### src/rtl/i2ct_pkg.sv
package i2ct_pkg;
  localparam int BYTE_W = 8;
  localparam int ADDR_W = 7;
  localparam int CNT_W  = $clog2(BYTE_W + 1);

  typedef enum logic [2:0] {
    ST_IDLE,
    ST_ADDR,
    ST_ADDR_ACK,
    ST_RX,
    ST_RX_ACK,
    ST_TX,
    ST_TX_ACK,
    ST_TX_WAIT
  } i2ct_state_e;
endpackage

### src/rtl/i2ct_line_sync.sv
module i2ct_line_sync #(
  parameter int SYNC_STAGES = 2
) (
  input  logic clk,
  input  logic rst_n,
  input  logic scl_i,
  input  logic sda_i,
  output logic scl_s,
  output logic sda_s,
  output logic scl_rise,
  output logic scl_fall,
  output logic start_det,
  output logic stop_det
);
  logic [SYNC_STAGES-1:0] scl_chain, sda_chain;
  logic scl_d, sda_d;

  always_ff @(posedge clk or negedge rst_n) begin
    if (!rst_n) begin
      scl_chain <= '1;
      sda_chain <= '1;
      scl_d     <= 1'b1;
      sda_d     <= 1'b1;
    end else begin
      scl_chain <= {scl_chain[SYNC_STAGES-2:0], scl_i};
      sda_chain <= {sda_chain[SYNC_STAGES-2:0], sda_i};
      scl_d     <= scl_chain[SYNC_STAGES-1];
      sda_d     <= sda_chain[SYNC_STAGES-1];
    end
  end

  assign scl_s     = scl_chain[SYNC_STAGES-1];
  assign sda_s     = sda_chain[SYNC_STAGES-1];
  assign scl_rise  = scl_s & ~scl_d;
  assign scl_fall  = ~scl_s & scl_d;
  assign start_det = scl_s & scl_d & sda_d & ~sda_s;
  assign stop_det  = scl_s & scl_d & ~sda_d & sda_s;
endmodule

### src/rtl/i2ct_byte_shift.sv
module i2ct_byte_shift
  import i2ct_pkg::*;
(
  input  logic              clk,
  input  logic              rst_n,
  input  logic              load,
  input  logic              shift_in,
  input  logic              shift_out,
  input  logic              bit_in,
  input  logic [BYTE_W-1:0] load_val,
  output logic [BYTE_W-1:0] value
);
  logic [BYTE_W-1:0] value_n;

  always_comb begin
    value_n = value;
    if (load)           value_n = load_val;
    else if (shift_in)  value_n = {value[BYTE_W-2:0], bit_in};
    else if (shift_out) value_n = {value[BYTE_W-2:0], 1'b0};
  end

  always_ff @(posedge clk or negedge rst_n) begin
    if (!rst_n) value <= '0;
    else        value <= value_n;
  end
endmodule

### src/rtl/i2c_addr_target.sv
module i2c_addr_target
  import i2ct_pkg::*;
#(
  parameter logic [ADDR_W-1:0] TARGET_ADDR = 7'h2D,
  parameter int                SYNC_STAGES = 2
) (
  input  logic              clk,
  input  logic              rst_n,
  input  logic              scl_i,
  input  logic              sda_i,
  output logic              sda_oe_n,
  input  logic [BYTE_W-1:0] tx_data,
  output logic              tx_load,
  output logic [BYTE_W-1:0] rx_data,
  output logic              rx_valid,
  output logic              selected
);
  localparam logic [CNT_W-1:0] LAST_BIT  = CNT_W'(BYTE_W - 1);
  localparam logic [CNT_W-1:0] FULL_BYTE = CNT_W'(BYTE_W);

  logic [1:0] rst_pipe;
  logic       rst_sync_n;

  always_ff @(posedge clk or negedge rst_n) begin
    if (!rst_n) rst_pipe <= 2'b00;
    else        rst_pipe <= {rst_pipe[0], 1'b1};
  end
  assign rst_sync_n = rst_pipe[1];

  logic scl_s, sda_s, scl_rise, scl_fall, start_det, stop_det;

  i2ct_line_sync #(.SYNC_STAGES(SYNC_STAGES)) u_sync (
    .clk(clk), .rst_n(rst_sync_n), .scl_i(scl_i), .sda_i(sda_i),
    .scl_s(scl_s), .sda_s(sda_s), .scl_rise(scl_rise), .scl_fall(scl_fall),
    .start_det(start_det), .stop_det(stop_det)
  );

  i2ct_state_e       state, state_n;
  logic [CNT_W-1:0]  cnt, cnt_n;
  logic              oe_n_q, oe_n_n;
  logic              rw_q, rw_n;
  logic              rxv_q, rxv_n;
  logic              ld, sh_in, sh_out;
  logic [BYTE_W-1:0] sreg;

  i2ct_byte_shift u_shift (
    .clk(clk), .rst_n(rst_sync_n), .load(ld), .shift_in(sh_in),
    .shift_out(sh_out), .bit_in(sda_s), .load_val(tx_data), .value(sreg)
  );

  always_comb begin
    state_n = state;
    cnt_n   = cnt;
    oe_n_n  = oe_n_q;
    rw_n    = rw_q;
    rxv_n   = 1'b0;
    ld      = 1'b0;
    sh_in   = 1'b0;
    sh_out  = 1'b0;
    if (stop_det) begin
      state_n = ST_IDLE;
      oe_n_n  = 1'b1;
    end else if (start_det) begin
      state_n = ST_ADDR;
      cnt_n   = '0;
      oe_n_n  = 1'b1;
    end else begin
      unique case (state)
        ST_IDLE: ;
        ST_ADDR: begin
          if (scl_rise) begin
            sh_in = 1'b1;
            cnt_n = cnt + 1'b1;
          end else if (scl_fall && cnt == FULL_BYTE) begin
            if (sreg[BYTE_W-1:1] == TARGET_ADDR) begin
              state_n = ST_ADDR_ACK;
              oe_n_n  = 1'b0;
              rw_n    = sreg[0];
            end else begin
              state_n = ST_IDLE;
            end
          end
        end
        ST_ADDR_ACK, ST_TX_WAIT: begin
          if (scl_fall) begin
            cnt_n = '0;
            if (state == ST_TX_WAIT || rw_q) begin
              ld      = 1'b1;
              state_n = ST_TX;
              oe_n_n  = tx_data[BYTE_W-1];
            end else begin
              state_n = ST_RX;
              oe_n_n  = 1'b1;
            end
          end
        end
        ST_RX: begin
          if (scl_rise) begin
            sh_in = 1'b1;
            cnt_n = cnt + 1'b1;
          end else if (scl_fall && cnt == FULL_BYTE) begin
            rxv_n   = 1'b1;
            state_n = ST_RX_ACK;
            oe_n_n  = 1'b0;
          end
        end
        ST_RX_ACK: begin
          if (scl_fall) begin
            state_n = ST_RX;
            cnt_n   = '0;
            oe_n_n  = 1'b1;
          end
        end
        ST_TX: begin
          if (scl_fall) begin
            if (cnt == LAST_BIT) begin
              state_n = ST_TX_ACK;
              oe_n_n  = 1'b1;
            end else begin
              sh_out = 1'b1;
              cnt_n  = cnt + 1'b1;
              oe_n_n = sreg[BYTE_W-2];
            end
          end
        end
        ST_TX_ACK: begin
          if (scl_rise) state_n = sda_s ? ST_IDLE : ST_TX_WAIT;
        end
        default: state_n = ST_IDLE;
      endcase
    end
  end

  always_ff @(posedge clk or negedge rst_sync_n) begin
    if (!rst_sync_n) begin
      state  <= ST_IDLE;
      cnt    <= '0;
      oe_n_q <= 1'b1;
      rw_q   <= 1'b0;
      rxv_q  <= 1'b0;
    end else begin
      state  <= state_n;
      cnt    <= cnt_n;
      oe_n_q <= oe_n_n;
      rw_q   <= rw_n;
      rxv_q  <= rxv_n;
    end
  end

  assign sda_oe_n = oe_n_q;
  assign rx_valid = rxv_q;
  assign rx_data  = sreg;
  assign tx_load  = ld;
  assign selected = (state != ST_IDLE) && (state != ST_ADDR);
endmodule

### config.mk
export PLATFORM = sky130hd
export DESIGN_NAME = i2c_addr_target
export DESIGN_NICKNAME = d
export VERILOG_FILES = /design/src/rtl/i2ct_pkg.sv /design/src/rtl/i2ct_line_sync.sv /design/src/rtl/i2ct_byte_shift.sv /design/src/rtl/i2c_addr_target.sv
export SDC_FILE = /design/constraint.sdc
export NUM_CORES = 1
export LEC_CHECK = 0
export ABC_AREA = 1
export BUFFER_PORTS_ARGS = -buffer_cell sky130_fd_sc_hd__clkbuf_2
export CAP_MARGIN = 20
export CORE_MARGIN = 2
export CORE_UTILIZATION = 55
export DETAILED_ROUTE_END_ITERATION = 8
export HOLD_SLACK_MARGIN = 0.1
export PLACE_DENSITY = 0.77
export SETUP_SLACK_MARGIN = 0.4
export SLEW_MARGIN = 0
export SYNTH_ARGS = -nofsm -noshare
export SYNTH_HDL_FRONTEND = slang
export SYNTH_SLANG_ARGS = --single-unit
### constraint.sdc
create_clock -name clk -period 2.9 [get_ports clk]
set_input_delay 0.435 -clock clk [delete_from_list [all_inputs] [get_ports clk]]
set_output_delay 0.435 -clock clk [all_outputs]
set_load 0.01 [all_outputs]
==> summary.md, run 1 <==
| Metric | Value |
|---|---|
| ANT cells | `0` |
| Worst r2r path cells | `8` |
| Achievable Freq | `480 MHz` |
| Tcrit/Tclk final | `71.9%` |
| Primary FF master, synth | `dfrtp_1` |
| Slew Limit Fails | `0` |
| CTS buffer count | `3` |
| First-pass GRT wire length | `5680 um` |
| Commonest non-fill, non-tap cell in the layout | `nand2_1` |
| Site Rows | `19` |
| H-tree Lvls | `1` |
| Max Root-Sink Buffers | `2` |
| Area delta synth->final | `10.9%` |
| Crit-path max FO | `15` |
| CP Data Arrival Time | `1650 ps` |
| WHS Path Cells | `1` |
| PwrDens | `973 mW/mm^2` |
| Final wirelength | `3310 um` |
| Hold Startpoint | `sda_i` |
| Slew headroom | `36.2%` |
| Chip width | `58.0 um` |
| Unrepaired setup endpoints after global routing | `false` |
| Post-layout min period | `2090 ps` |
| Largest net degree at the start of global routing | `25` |
| Ys Warns | `0` |
| Worst path cell trace | `inv_1 -> nor2_2 -> nand3_4 -> clkinv_4 -> clkbuf_2` |
| # DRC | `0` |
| Clock latency on the worst-skew pair | `330 ps` |
| Final-layout fill cell count | `257` |
| Worst path required time | `2470 ps` |
| Post-CTS sizing | `0` |
| Worst setup EP type | `output port` |
| Num ports | `24` |
| Crit Path Category | `flop to output port` |
| Mapped Area | `0.00160 mm^2` |
| Top post-synthesis cells by area | `dfrtp_1, nand2_1, dfstp_2` |
| End point of the worst hold path | `u_sync.sda_chain[0]` |
| FF-to-FF Start | `u_sync.scl_d` |
| M1 GR Usage | `29.6%` |
| Total grt overflow | `0` |
| Max-cap viol count | `0` |
| CTS tree | `yes` |
| Clock-pin slew on the worst setup and hold paths | `150 ps` |
| Commonest non-fill, non-tap cells in the layout | `nand2_1, inv_1, clkbuf_2` |
| Met2 Use GR | `35.9%` |
| Nets | `256` |
| Initial antenna violation count | `0` |
| CP max stage delay | `590 ps` |
| Number of global-route vias before repair | `1291` |
| Initial core utilization | `58.2%` |
| Syn Nets | `231` |
| Die Y | `58.0 um` |
| Post-DP HPWL | `2540 um` |
| Mapped Cells | `217` |
| Routed wire per std cell | `12.2 um` |
| Capturing point of the worst reg2reg path | `state[2]` |
| Post-route setup TNS | `0 ps` |
| Fin. Hold Viols | `0` |
| First drt pass iteration count | `5` |
| Nature of the critical path startpoint | `flop` |
| Number of synthesized register bits | `26` |
| Setup violations, final | `0` |
| Worst Max-Slew Pin Slew | `957 ps` |
| Hold crit path type | `input port to flop` |
| Yosys top cell by area | `dfrtp_1` |
| Max VDD drop | `0.622 mV` |
| Clk sinks | `26` |
| Die area | `0.00336 mm^2` |
| Ys async rst share | `100%` |
| Vias per cell | `5.19` |
| Post-synth EDFFs | `0` |
| Fraction of layout cells with a size suffix above 1 | `22.0%` |
| Status | `completed` |
| Initial drt markers | `79` |
| Port bufs | `23` |
| Yosys cell types | `30` |
| Post-route ant nets | `0` |
| GRT busiest layer | `met2` |
| Mapped Avg Cell Area | `7.39 um^2` |
| Met3 GRT Util | `2.90%` |
| Yosys top cell area share | `29.6%` |
| Leakage dissipation | `0.909 nW` |
| Sequential fraction of the synthesis area | `41.1%` |
| Hold slack | `166 ps` |
| Slowest CP cell | `dfstp_2` |
| Layout Skew | `9.79 ps` |
| Gp weighted congestion | `0.966` |
| Vias | `1412` |
| Root buffer cell | `clkbuf_4` |
| Reg2Reg Setup Slack | `1170 ps` |
| Tot GR Track Use | `21.9%` |
| Core region area | `0.00276 mm^2` |
[final cells by class]
| class | count | area [um^2] | area share (%) |
|---|---|---|---|
| tap | 31 | 38.8 | 2.18 |
| timing repair buffer | 24 | 125 | 7.03 |
| inverter | 31 | 121 | 6.82 |
| clock inverter | 1 | 30.0 | 1.69 |
| clock buffer | 3 | 22.5 | 1.27 |
| sequential | 26 | 659 | 37.1 |
| multi-input combinational | 156 | 782 | 44.0 |
[registers in the layout, indices dropped and copies added, names as in the netlist]
name	cells
rx_valid	1
u_sync.scl_chain	2
rst_pipe	2
rw_q	1
u_sync.scl_d	1
state	3
sda_oe_n	1
u_sync.sda_chain	2
u_shift.value	8
cnt	4
u_sync.sda_d	1
[kinds of logic after synthesis]
logic type | synth area share [%]
buf+inv | 10.1
compound gates | 11.8
simple gates | 34.1
fa+ha+maj | 1.56
other cells | 0.234
xor+xnor | 1.09
flops | 41.1
[how the worst max path moves through the flow]
stage               slack, ps  depth (start not counted)       end          from
floorplan                1380                          5   tx_load  u_sync.scl_d
global placement         1210                          7  state[1]  u_sync.scl_d
global route              740                          5   tx_load      state[2]
finish                    810                          5   tx_load  u_sync.scl_d
CTS                       820                          5   tx_load  u_sync.scl_d
detailed placement       1210                          5   tx_load  u_sync.scl_d
[metal layers]
layer | share of wire (%) | vias up | routed length [um]
li1 | - | 735 | -
met1 | 45 | 632 | 1480
met2 | 49 | 40 | 1620
met3 | 5.0 | 5 | 166
met4 | 1.3 | 0 | 42
met5 | 0 | - | 0
[critical path: cells and delay by family, from the launching register on]
family	cells	cell delay [ps]
flops	1	590
simple gates	2	370
buf+inv	3	350
[power by group]
part / switching [mW] / internal, mW
sequential: 0.120 / 0.478
combinational: 0.558 / 0.320
clock: 0.115 / 0.140
[what timing repair did]
item	CTS	global route
endpoints found under the hold margin	2	0
buffers inserted	0	0
hold buffers	1	0
[cells in the mapped netlist (2+ instances only)]
| cell type | instances |
|---|---|
| o21ai_0 | 9 |
| a21oi_1 | 6 |
| o21ai_1 | 9 |
| buf_6 | 3 |
| nand3_2 | 2 |
| o21ai_2 | 2 |
| nor2_2 | 2 |
| dfstp_2 | 7 |
| nand2_2 | 3 |
| nor2_4 | 2 |
| nand2_1 | 68 |
| nand3_1 | 19 |
| inv_2 | 4 |
| dfrtp_1 | 19 |
| nand4_1 | 4 |
| inv_1 | 26 |
| ha_1 | 2 |
| nor2_1 | 18 |
[through the flow]
| step | setup slack (ps) | std cells | area [um^2] | util [%] | power (mW) |
|---|---|---|---|---|---|
| 6_report | 815 | 272 | 1780 | 64.5 | 1.73 |
| 2_1_floorplan | 1380 | 217 | 1600 | - | 1.26 |
| 3_5_place_dp | 1210 | 267 | 1720 | 62.3 | 1.48 |
| 4_1_cts | 822 | 272 | 1780 | 64.5 | 1.74 |
| 3_3_place_gp | 1210 | 267 | 1720 | 62.3 | 1.47 |
| 5_1_grt | 738 | 272 | 1780 | 64.5 | 1.89 |
Note: power is estimated with default switching activity, not from simulation.
==> inputs of run 2 (changes only) <==
==> constraint.sdc (replaced) <==
create_clock -name clk -period 2 [get_ports clk]
set_input_delay 0.3 -clock clk [delete_from_list [all_inputs] [get_ports clk]]
set_output_delay 0.3 -clock clk [all_outputs]
set_load 0.01 [all_outputs]
==> run 2 against run 1 <==
Effect of this change: final area grew 30%; die area is the same; core utilization grew 20 points; sequential cell count is the same; final cell count grew 12%; critical endpoint is now sda_oe_n; largest cell class unchanged; highest routed layer unchanged.
==> summary.md, run 2 (same netlist as run 1, synthesis figures left out) <==
| Metric | Value |
|---|---|
| Achievable Freq | `580 MHz` |
| Worst path cell trace | `buf_6 -> buf_4 -> nand2_1 -> nand2_1 -> nand2_2 -> nand2_2 -> nand3_2 -> nand2_4 -> nor2_1 -> nand2_1 -> nand2_1` |
| Area delta synth->final | `44.5%` |
| Core region area | `0.00276 mm^2 (unchanged)` |
| Worst setup EP type | `flop` |
| Initial antenna violation count | `0 (unchanged)` |
| Vias | `1825 (+29%)` |
| Tcrit/Tclk final | `86.2%` |
| Final-layout fill cell count | `156 (-39%)` |
| First-pass GRT wire length | `6040 um (+6.4%)` |
| Post-route setup TNS | `0 ps (unchanged)` |
| Die area | `0.00336 mm^2 (unchanged)` |
| Utilization after layout | `84.1% (+20 points)` |
| Worst setup margin | `276 ps (-538 ps)` |
| Setup violations, final | `0 (unchanged)` |
| PwrDens | `1450 mW/mm^2 (+49%)` |
| Switching share of power | `48.5% (+2.7 points)` |
| Post-route ant nets | `0 (unchanged)` |
| Tot GR Track Use | `22.8% (+0.87 points)` |
| Total grt overflow | `0 (unchanged)` |
| Most used cell, CP | `nand2_1` |
| Commonest non-fill, non-tap cell in the layout | `nand2_1` |
| Family with the most delay on the worst path | `simple AND/OR/NAND/NOR gates` |
| Initial core utilization | `58.2% (unchanged)` |
| Fraction of layout cells with a size suffix above 1 | `47.1% (+25 points)` |
| Port bufs | `23 (unchanged)` |
| Max reg flops | `8 (unchanged)` |
| Worst path required time | `2280 ps (-190 ps)` |
| Vias per cell | `5.98 (+15%)` |
| Slew Limit Fails | `0 (unchanged)` |
| Hold crit path type | `flop to asynchronous set/reset pin` |
| Final wirelength | `5430 um (+64%)` |
| Num ports | `24 (unchanged)` |
| Root buffer cell | `clkbuf_4` |
| CTS buffer count | `3 (unchanged)` |
| Routed wire per std cell | `17.8 um (+46%)` |
| Psw | `1.63 mW (+110%)` |
| Max-cap viol count | `0 (unchanged)` |
| Nature of the critical path startpoint | `flop` |
| CTS tree | `yes` |
| Initial drt markers | `124 (+57%)` |
| # DRC | `0 (unchanged)` |
| Clock latency on the worst-skew pair | `330 ps (about the same)` |
| ANT cells | `0 (unchanged)` |
| Clock-pin slew on the worst setup and hold paths | `140 ps (about the same)` |
| P_int | `1.73 mW (+85%)` |
| Clk pwr share | `7.9% (-6.8 points)` |
| Leakage dissipation | `1.17 nW (+29%)` |
| Fin. Hold Viols | `0 (unchanged)` |
| Number of global-route vias before repair | `1405 (+8.8%)` |
| Combinational fraction of design power | `66.3% (+16 points)` |
| Post-DP HPWL | `2450 um (-3.5%)` |
| Site Rows | `19 (unchanged)` |
| Clk sinks | `26 (unchanged)` |
| Post-layout min period | `1720 ps` |
| Commonest non-fill, non-tap cells in the layout | `nand2_1, buf_4, inv_1` |
| Layout Skew | `6.15 ps (-3.64 ps)` |
| Status | `completed` |
| Crit-path max FO | `6 (-9)` |
| Setup WS pre-CTS | `269 ps (-945 ps)` |
| Die Y | `58.0 um (unchanged)` |
| Max VDD drop | `1.26 mV (+100%)` |
| Slowest CP cell | `dfrtp_2` |
| Largest net degree at the start of global routing | `25 (unchanged)` |
| Hold slack | `218 ps (+51.8 ps)` |
| CP Data Arrival Time | `2010 ps (+360 ps)` |
| CP max stage delay | `470 ps (-120 ps)` |
| Crit Path Category | `flop to flop` |
| CP Buf/Inv Count | `2 (-1)` |
| H-tree Lvls | `1 (unchanged)` |
| Largest register by flop count | `u_shift.value` |
| Chip width | `58.0 um (unchanged)` |
| Max Root-Sink Buffers | `2 (unchanged)` |
| Biggest regs | `u_shift.value (8), cnt (4), state (3)` |
| Unrepaired setup endpoints after global routing | `true` |
| First drt pass iteration count | `5 (unchanged)` |
| Gp weighted congestion | `0.983 (+1.7%)` |
| Flop pwr share | `25.8% (-8.7 points)` |
| Nets | `289 (+13%)` |
run 2: changes by cell type in the layout (fill, tap and decap cells not counted), sizes merged:
cell	previous run	this run
buf	0	32
bufinv	1	0
dlygate4sd3	1	3
run 2: area by class of cell:
class | instances | area, um^2 | area share [%]
clock buffer | 4 | 36.3 | 1.57
inverter | 31 | 144 | 6.21
multi-input combinational | 156 | 987 | 42.6
sequential | 26 | 663 | 28.6
tap | 31 | 38.8 | 1.67
timing repair buffer | 57 | 449 | 19.4
run 2: layer usage:
layer,vias to the layer above,global-route usage (%),share of wire [%]
li1,806,-,-
met1,835,29.6,36
met2,132,37.8,49
met3,52,5.36,7.9
met4,0,6.64,7.4
met5,-,0,0
run 2: what timing repair did:
action,in CTS,in global routing
cloned,0,1
hold endpoints to repair,4,0
setup buffers,15,14
pin swaps,5,20
hold buffers,3,0
setup endpoints to repair,17,19
resized for setup,18,64
run 2: worst paths after layout:
| path | startpoint | end | slack (ps) | cells after the start |
|---|---|---|---|---|
| max | state[1] | sda_oe_n | 280 | 11 |
| min | rst_pipe[1] | u_shift.value[1] | 220 | 1 |
| max reg2reg | state[1] | sda_oe_n | 280 | 11 |
| min reg2reg | rst_pipe[1] | u_shift.value[1] | 220 | 1 |
| max in group asynchronous | rst_pipe[1] | u_sync.scl_d | 1500 | 1 |
| min in group clk | tx_data[3] | u_shift.value[3] | 290 | 5 |
run 2: through the flow:
step | power (mW) | std cells | area (um^2)
4_1_cts | 2.63 | 290 | 1980
6_report | 3.37 | 305 | 2320
2_1_floorplan | 1.83 | 217 | 1600
3_5_place_dp | 2.13 | 268 | 1720
3_3_place_gp | 2.13 | 268 | 1720
5_1_grt | 3.55 | 305 | 2320
run 2: power by group through the flow:
stage | Sequential, mW | Combinational (mW) | Clock [mW]
2_1_floorplan | 0.854 | 0.979 | 0
3_3_place_gp | 0.868 | 1.26 | 0
3_5_place_dp | 0.870 | 1.26 | 0
4_1_cts | 0.845 | 1.51 | 0.274
5_1_grt | 0.882 | 2.39 | 0.284
6_report | 0.868 | 2.23 | 0.266
==> inputs of run 3 (changes only) <==
--- a/config.mk
+++ b/config.mk
@@ -5,14 +5,13 @@
 export SDC_FILE = /design/constraint.sdc
 export NUM_CORES = 1
 export LEC_CHECK = 0
-export ABC_AREA = 1
 export BUFFER_PORTS_ARGS = -buffer_cell sky130_fd_sc_hd__clkbuf_2
 export CAP_MARGIN = 20
 export CORE_MARGIN = 2
 export CORE_UTILIZATION = 55
 export DETAILED_ROUTE_END_ITERATION = 8
 export HOLD_SLACK_MARGIN = 0.1
-export PLACE_DENSITY = 0.77
+export PLACE_DENSITY = 0.78
 export SETUP_SLACK_MARGIN = 0.4
 export SLEW_MARGIN = 0
 export SYNTH_ARGS = -nofsm -noshare
==> run 3 against run 2 <==
Effect of this change: clock skew up 1.5 ps; via count down 23%; maximum frequency down 11%; combinational power down 75%; total power down 56%.
==> summary.md, run 3 <==
| Metric | Value |
|---|---|
| Core region area | `0.00271 mm^2 (-1.7%)` |
| Routed wire per std cell | `18.3 um (+2.7%)` |
| Mapped Cells | `154 (-29%)` |
| Num ports | `24 (unchanged)` |
| Tcrit/Tclk final | `97.1% (+11 points)` |
| Achievable Freq | `515 MHz (-11%)` |
| Leakage dissipation | `0.909 nW (-22%)` |
| Final wirelength | `4280 um (-21%)` |
| Mapped Avg Cell Area | `10.1 um^2 (+36%)` |
| Largest net degree at the start of global routing | `25 (unchanged)` |
| Multi-input gate area | `987 um^2 (unchanged)` |
| Reg area | `663 um^2 (unchanged)` |
| Initial antenna violation count | `0 (unchanged)` |
| Combinational fraction of design power | `37.3% (-29 points)` |
| Post-route ant nets | `0 (unchanged)` |
| Slew Limit Fails | `0 (unchanged)` |
| Tot GR Track Use | `23.2% (+0.47 points)` |
| CTS tree | `yes` |
| Final-layout fill cell count | `179 (+15%)` |
| Commonest non-fill, non-tap cell in the layout | `buf_4` |
| Site Rows | `19 (unchanged)` |
| Mapped Area | `0.00155 mm^2 (-3.5%)` |
| Setup WS pre-CTS | `20.1 ps (-249 ps)` |
| Status | `completed` |
| Fin cells | `234 (-23%)` |
| Utilization after layout | `77.7% (-6.4 points)` |
| Post-DP HPWL | `2390 um (-2.6%)` |
| # DRC | `0 (unchanged)` |
| Nets | `218 (-25%)` |
| Nature of the critical path startpoint | `flop` |
| Clock-pin slew on the worst setup and hold paths | `150 ps (about the same)` |
| Ys async rst share | `100% (unchanged)` |
| Fraction of layout cells with a size suffix above 1 | `54.2% (+7.1 points)` |
| Layout Skew | `7.66 ps (+1.50 ps)` |
| Root buffer cell | `clkbuf_4` |
| Ys Warns | `0 (unchanged)` |
| First drt pass iteration count | `4 (-1)` |
| Primary FF master, synth | `dfrtp_1` |
| Number of synthesized register bits | `26 (unchanged)` |
| Worst path required time | `2220 ps (-60 ps)` |
| CP Data Arrival Time | `2170 ps (+160 ps)` |
| Gp weighted congestion | `0.840 (-15%)` |
| Synth cell count leaders | `dfrtp_1, nor2_1, a21oi_1` |
| Area delta synth->final | `36.0%` |
| Max reg flops | `8 (unchanged)` |
| Clk pwr share | `18.0% (+10 points)` |
| Die area | `0.00325 mm^2 (-3.3%)` |
| Largest register by flop count | `u_shift.value` |
| ANT cells | `0 (unchanged)` |
| Placed Instances | `206 (-23%)` |
| Hold slack | `193 ps (-25.2 ps)` |
| Setup violations, final | `0 (unchanged)` |
| Post-synth EDFFs | `0 (unchanged)` |
| Biggest regs | `u_shift.value (8), cnt (4), state (3)` |
| Yosys top cell area share | `30.7% (+1.1 points)` |
| Hold crit path type | `input port to flop` |
| PwrDens | `709 mW/mm^2 (-51%)` |
| Max Root-Sink Buffers | `2 (unchanged)` |
| Crit Path Category | `flop to flop` |
| Total Power | `1.49 mW (-56%)` |
| Max VDD drop | `0.671 mV (-47%)` |
| Port bufs | `23 (unchanged)` |
| Initial drt markers | `58 (-53%)` |
| Psw | `515 uW (-68%)` |
| P_int | `976 uW (-44%)` |
| Clock latency on the worst-skew pair | `320 ps (about the same)` |
| Commonest non-fill, non-tap cells in the layout | `buf_4, clkbuf_2, dfrtp_1` |
| Chip width | `57.0 um (-1.7%)` |
| Worst setup margin | `58.1 ps (-218 ps)` |
| Worst setup EP type | `flop` |
| Flop pwr share | `44.7% (+19 points)` |
| Sequential fraction of the synthesis area | `42.6% (+1.5 points)` |
| Initial core utilization | `57.1% (-1.1 points)` |
| Fin. Hold Viols | `0 (unchanged)` |
| H-tree Lvls | `1 (unchanged)` |
| Crit-path max FO | `2 (-4)` |
| Top post-synthesis cells by area | `dfrtp_1, dfstp_2, mux2i_1` |
| Vias per cell | `5.99 (+0.13%)` |
| Number of global-route vias before repair | `1269 (-9.7%)` |
| First-pass GRT wire length | `5990 um (-0.91%)` |
| Clk sinks | `26 (unchanged)` |
| Vias | `1402 (-23%)` |
| Most frequent cell after synthesis | `dfrtp_1` |
| Total grt overflow | `0 (unchanged)` |
| Yosys cell types | `54 (+80%)` |
| Yosys top cell by area | `dfrtp_1` |
| Syn Nets | `168 (-27%)` |
| CTS buffer count | `3 (unchanged)` |
| Post-layout min period | `1940 ps (+218 ps)` |
| Switching share of power | `34.6% (-14 points)` |
| Max-cap viol count | `0 (unchanged)` |
| Die Y | `57.0 um (-1.7%)` |
| Unrepaired setup endpoints after global routing | `true` |
==> run 3: cell types whose count changed after synthesis, sizes merged, moves of 7 or more <==
cell	before	now
mux2i	0	7
nand3	22	2
nand2	71	6
inv	30	7
a21oi	7	17
nor2	22	14
o21ai	20	7
==> run 3: timing repair <==
action	CTS	global route
pin swaps	6	7
cloned	0	1
hold endpoints to repair	4	0
buffers inserted	12	8
endpoints found under the setup margin	18	19
resized for setup	11	33
hold buffers	3	0
==> run 3: through the flow <==
stage	area [um^2]	setup TNS, ps
after global placement	1700	0
after global routing	2100	-0.723
after CTS	1900	0
final	2100	0
after floorplan	1560	0
after detailed placement	1700	0
==> run 3: power groups by stage <==
stage	clock (mW)	sequential (mW)	combinational [mW]
after floorplan	0	0.671	0.243
after global placement	0	0.675	0.327
after detailed placement	0	0.678	0.340
after CTS	0.274	0.653	0.465
after global routing	0.291	0.678	0.599
final	0.268	0.667	0.556
==> run 3: kinds of logic after synthesis <==
| family | count (synthesis) | synth area share, % |
|---|---|---|
| simple gates | 52 | 20.2 |
| compound gates | 47 | 22.9 |
| flops | 26 | 42.6 |
| buf+inv | 15 | 5.25 |
| mux | 8 | 5.50 |
| xor+xnor | 3 | 1.70 |
| fa+ha+maj | 2 | 1.62 |
| other cells | 1 | 0.242 |
==> run 3: worst paths after layout <==
| check | to | slack (ps) | from | cells after the start |
|---|---|---|---|---|
| worst max register to register | state[0] | 60 | cnt[0] | 7 |
| max in group asynchronous | u_sync.scl_chain[0] | 1490 | rst_pipe[1] | 1 |
| worst min register to register | state[0] | 220 | rst_pipe[1] | 1 |
| worst max-delay path | state[0] | 60 | cnt[0] | 7 |
| min in group asynchronous | state[0] | 220 | rst_pipe[1] | 1 |
| worst min-delay path | u_shift.value[0] | 190 | tx_data[0] | 3 |
==> run 3: critical path, stage by stage (launching register included) <==
cell and delay, ps:
dfrtp_1 390, inv_1 50, ha_2 160, and3b_2 210
or4b_1 520, o21ai_2 90, a21o_2 130, mux2_4 290
==> run 3: cell type report <==
type                            count  area share [%]
Multi-Input combinational cell    114            46.9
Timing Repair Buffer               52            16.8
Inverter                            7            1.25
Tap cell                           31            1.84
Sequential cell                    26            31.5
Clock buffer                        4            1.72
==> run 3: layer usage <==
layer | GRT usage (%) | vias up | share of wire, %
li1 | - | 655 | -
met1 | 33.3 | 679 | 41
met3 | 3.85 | 11 | 5.6
met4 | 9.30 | 0 | 2.1
met5 | 0 | - | 0
met2 | 35.3 | 57 | 51
